--- src/rtl/hbridge_gate_decoder.sv ---
module hbridge_gate_decoder #(
  parameter int DEAD_CYC = 22
) (
  input  logic clk,
  input  logic rst_n,
  input  logic phase,
  input  logic enable,
  input  logic decay_slow,
  input  logic chop,
  input  logic zero_cur,
  input  logic kill,
  output logic gate_ah,
  output logic gate_al,
  output logic gate_bh,
  output logic gate_bl
);
  localparam int CW = $clog2(DEAD_CYC + 1);
  localparam logic [CW-1:0] RELOAD = CW'(DEAD_CYC - 1);

  typedef enum logic [1:0] {LV_OFF, LV_HI, LV_LO} lvl_t;

  logic drive, fast;
  logic [2:0] cmd, cmd_q;
  logic hold_q;
  lvl_t tgt [2];
  lvl_t cur [2];
  logic [CW-1:0] cnt [2];

  assign drive = enable & ~chop;
  assign fast  = ~drive & ~decay_slow;
  assign cmd   = {drive, ~drive & decay_slow, (drive | ~decay_slow) & phase};

  always_comb begin
    if (hold_q) begin
      tgt[0] = LV_OFF;
      tgt[1] = LV_OFF;
    end else if (drive) begin
      tgt[0] = phase ? LV_HI : LV_LO;
      tgt[1] = phase ? LV_LO : LV_HI;
    end else if (decay_slow) begin
      tgt[0] = LV_LO;
      tgt[1] = LV_LO;
    end else begin
      tgt[0] = phase ? LV_LO : LV_HI;
      tgt[1] = phase ? LV_HI : LV_LO;
    end
  end

  always_ff @(posedge clk or negedge rst_n) begin
    if (!rst_n) begin
      cmd_q  <= '0;
      hold_q <= 1'b0;
    end else begin
      cmd_q  <= cmd;
      hold_q <= ~kill & fast & (zero_cur | (hold_q & (cmd == cmd_q)));
    end
  end

  always_ff @(posedge clk or negedge rst_n) begin
    if (!rst_n) begin
      for (int i = 0; i < 2; i++) begin
        cur[i] <= LV_OFF;
        cnt[i] <= '0;
      end
    end else begin
      for (int i = 0; i < 2; i++) begin
        if (kill) begin
          cur[i] <= LV_OFF;
          cnt[i] <= RELOAD;
        end else if (tgt[i] != cur[i]) begin
          if (cur[i] != LV_OFF) begin
            cur[i] <= LV_OFF;
            cnt[i] <= RELOAD;
          end else if (cnt[i] == '0) begin
            cur[i] <= tgt[i];
          end else begin
            cnt[i] <= cnt[i] - 1'b1;
          end
        end else if (cnt[i] != '0) begin
          cnt[i] <= cnt[i] - 1'b1;
        end
      end
    end
  end

  assign gate_ah = ~kill & (cur[0] == LV_HI);
  assign gate_al = ~kill & (cur[0] == LV_LO);
  assign gate_bh = ~kill & (cur[1] == LV_HI);
  assign gate_bl = ~kill & (cur[1] == LV_LO);

  p_leg_a_exclusive_r7: assert property (@(posedge clk) disable iff (!rst_n)
    !(gate_ah && gate_al));
  p_leg_b_exclusive_r7: assert property (@(posedge clk) disable iff (!rst_n)
    !(gate_bh && gate_bl));
  p_kill_all_off_r8: assert property (@(posedge clk) disable iff (!rst_n)
    kill |-> !(gate_ah || gate_al || gate_bh || gate_bl));
  p_a_hi_no_swap_r6: assert property (@(posedge clk) disable iff (!rst_n)
    gate_ah |=> !gate_al);
  p_a_lo_no_swap_r6: assert property (@(posedge clk) disable iff (!rst_n)
    gate_al |=> !gate_ah);
  p_b_hi_no_swap_r6: assert property (@(posedge clk) disable iff (!rst_n)
    gate_bh |=> !gate_bl);
  p_b_lo_no_swap_r6: assert property (@(posedge clk) disable iff (!rst_n)
    gate_bl |=> !gate_bh);
  p_hold_blocks_on_r5: assert property (@(posedge clk) disable iff (!rst_n)
    (hold_q && !kill && cmd == cmd_q && $stable(cmd)) |=> !(gate_ah || gate_al || gate_bh || gate_bl));
endmodule

--- config.mk ---
export PLATFORM = sky130hd
export DESIGN_NAME = hbridge_gate_decoder
export DESIGN_NICKNAME = d
export VERILOG_FILES = /design/src/rtl/hbridge_gate_decoder.sv
export SDC_FILE = /design/constraint.sdc
export NUM_CORES = 1
export LEC_CHECK = 0
export BUFFER_PORTS_ARGS = -buffer_cell sky130_fd_sc_hd__buf_2
export CORE_AREA = 4 4 47 49
export DETAILED_ROUTE_END_ITERATION = 12
export DIE_AREA = 0 0 51 53
export PLACE_DENSITY = 0.74
export SLEW_MARGIN = 5
export SYNTH_ARGS = -nofsm -noshare
export SYNTH_HDL_FRONTEND = slang
export SYNTH_SLANG_ARGS = --single-unit
--- constraint.sdc ---
create_clock -name clk -period 3.2 [get_ports clk]
set_input_delay 0.48 -clock clk [delete_from_list [all_inputs] [get_ports clk]]
set_output_delay 0.48 -clock clk [all_outputs]
set_load 0.1 [all_outputs]
==> metrics.txt <==
Ys Warns 0; WP buf/inv 1; Syn Std Cell Area 953 sq um; Vias 707; dpl hpwl 1.25 mm; vias per inst 5.28; crit path time final 1.87 ns; worst slew pin tran 0.547 ns; ANT nets after route 0; most frequent cells after synthesis 18 x dfrtp_1, 9 x nor2_1, 8 x nor3_1; gr usage total 15.4%; IO Pins 12; crit path from cur[2]$_DFFE_PN0P_; post-synth top area share a little under half; final net count 118; clk slew on worst S/H paths 0.10 ns; cts bufs inserted 3; Worst EP arrival 1.39 ns; drt initial violations 4; Clock Skew 0.00123 ns; Slew headroom 63.4%; grt ovf 0; Seq. cell area 450 sq um; syn_nets a little over 100; post-CTS resize count 0; initial antenna violation count 0; final setup violation count 0; sequential element share of the synthesized area 47.2%; CTS tree yes; Critical Path RT 2.72 ns; Slew Viols, Final 0; Synth Register Bits 18; pwr/cell area about 640 mW/mm^2; Post-synth EDFFs 0; ANT cells 0; die area 0.00270 sq mm; Final Hold Viols 0; Crit path max-delay family buffers and inverters; drt pass-1 iters 4; Multi-input gate area 477 sq um; Hold Buf Count CTS 0; setup ws final 1.33 ns; DRC viols 0; fraction of layout cells with a size suffix above 1 20.6%; Leak 0.519 nW; Clock Sinks 18; HP Class in -> async; Max VDD drop 0.361 mV; Wirelength per Cell about 12 um; syn_area_per_cell around 10 sq um; # rows 16; Area growth, synth to finish 12.7%; first-pass GRT wire length between 3 and 4 mm; largest net degree at the start of global routing 19; slowest stage cell, crit path buf_2; H-Tree Depth 1; total setup buffers inserted after CTS 0; Initial Util between 50% and 60%; kind of critical path reg -> out; Port Buf Inserts 11; count leader, synth dfrtp_1; startpoint types flop; RSZ-0062 raised after global routing no; Clk Tree Root Cell clkbuf_4; Placer Congestion 0.756; Async SR Flop Fraction 100%; fillers approximately 180; largest cells by area after synthesis dfrtp_1 47%, nor3_1 4.2%, nor3b_1 3.9%, nor2_1 3.5%, nor4b_2 3.1%; f_max 535 MHz; final WL 1.63 mm; die width 51 um; Die H 53 um; Final Cycle Share 58.4%; critical path endpoint category output port; maxcap violations 0; Yosys top cell by area dfrtp_1; Skew-Pair Late Insertion Delay 0.29 ns; pre-CTS setup slack 1.43 ns; Hold Worst Slack 0.0998 ns; CP peak stage delay 0.45 ns; core area 0.00186 sq mm; vias in the first global route 694; status finished, final reports clean; Yosys cell types 30; r2r startpoint cnt[5]$_DFFE_PN0P_; Primary FF master, synth dfrtp_1; Post-Syn Instances just over 90; Max Buffers Root-to-Sink 2; worst path cell trace nor3b_1, buf_2; CP Max Fanout 5
sequential cells by signal (all words and copies together) (netlist names):
| signal | cells |
|---|---|
| cur | 4 |
| hold_q | 1 |
| cmd_q | 3 |
| cnt | 10 |
layer usage:
layer  wire (um)  share of wire (%)  track usage [%]
met5           0                  0                0
met4          38                2.3             9.42
met3          72                4.4             2.54
met2         691                 42             23.8
met1         827                 51             20.1
cell type report:
class	count	area share, %
Inverter	6	2.10
Timing Repair Buffer	11	5.12
Sequential cell	18	41.9
Clock buffer	4	3.38
Multi-Input combinational cell	68	44.4
Tap cell	27	3.14
path summary, 6_finish.rpt:
| kind | to | slack (ns) | cells after the start |
|---|---|---|---|
| max | gate_al | 1.33 | 2 |
| min | cnt[7]$_DFFE_PN0P_ | 0.1 | 1 |
| max reg2reg | cnt[6]$_DFFE_PN0P_ | 1.62 | 6 |
| min reg2reg | cnt[6]$_DFFE_PN0P_ | 0.56 | 2 |
| max in group asynchronous | cmd_q[2]$_DFF_PN0_ | 2.82 | 1 |
| min in group clk | hold_q$_DFF_PN0_ | 0.39 | 2 |
through the flow:
| stage | util [%] | power [W] | TNS, ns | instance area, sq um | std cells |
|---|---|---|---|---|---|
| after global routing | 57.7 | 0.000752 | 0 | 1070 | 134 |
| after CTS | 57.7 | 0.000703 | 0 | 1070 | 134 |
| after detailed placement | 55.8 | 0.000563 | 0 | 1040 | 130 |
| final | 57.7 | 0.000693 | 0 | 1070 | 134 |
| after global placement | 55.8 | 0.000550 | 0 | 1040 | 130 |
| after floorplan | - | 0.000511 | -0.680 | 953 | 93 |
placed cells by master, fill, tap and decap left out:
master	count
nor2_1	9
a21oi_1	4
nand2b_1	4
mux2i_1	1
nor3b_1	5
o211ai_2	1
o21ai_0	2
o21bai_1	1
nor3_1	8
nand2_1	3
or3_1	4
dfrtp_1	18
nor4_1	1
o211a_1	2
or2b_1	1
xnor2_1	2
ha_1	2
buf_2	11
inv_1	6
clkbuf_8	1
o21a_4	1
nor4b_2	2
and3b_1	1
or3b_4	1
xor2_1	1
a211o_1	1
o211ai_1	2
a211oi_2	2
and2_1	2
clkbuf_4	3
nor2b_1	4
a21o_1	1
cells by family after synthesis:
family	count (synthesis)	synth area share, %
AO/OA/AOI/OAI	17	14.8
multiplexers	1	1.05
buffers and inverters	7	2.76
flip-flops	18	47.2
adder cells (fa/ha/maj)	2	2.62
AND/OR/NAND/NOR	45	28.7
XOR/XNOR	3	2.76
worst register-to-register path, stage by stage (launching register included):
cell and delay (ns):
dfrtp_1 0.40, inv_1 0.09, ha_1 0.23, nor4b_2 0.50, nor2_1 0.07, a21oi_1 0.13
nor2_1 0.05
power breakdown:
group / switching, W / internal (W) / total, W / leakage, nW
combinational: 0.000108 / 0.000105 / 0.000213 / 0.275
clock: 0.0000672 / 0.0000693 / 0.000137 / 0.0210
sequential: 0.0000568 / 0.000286 / 0.000343 / 0.222
Power figures use the tool's default switching activity.
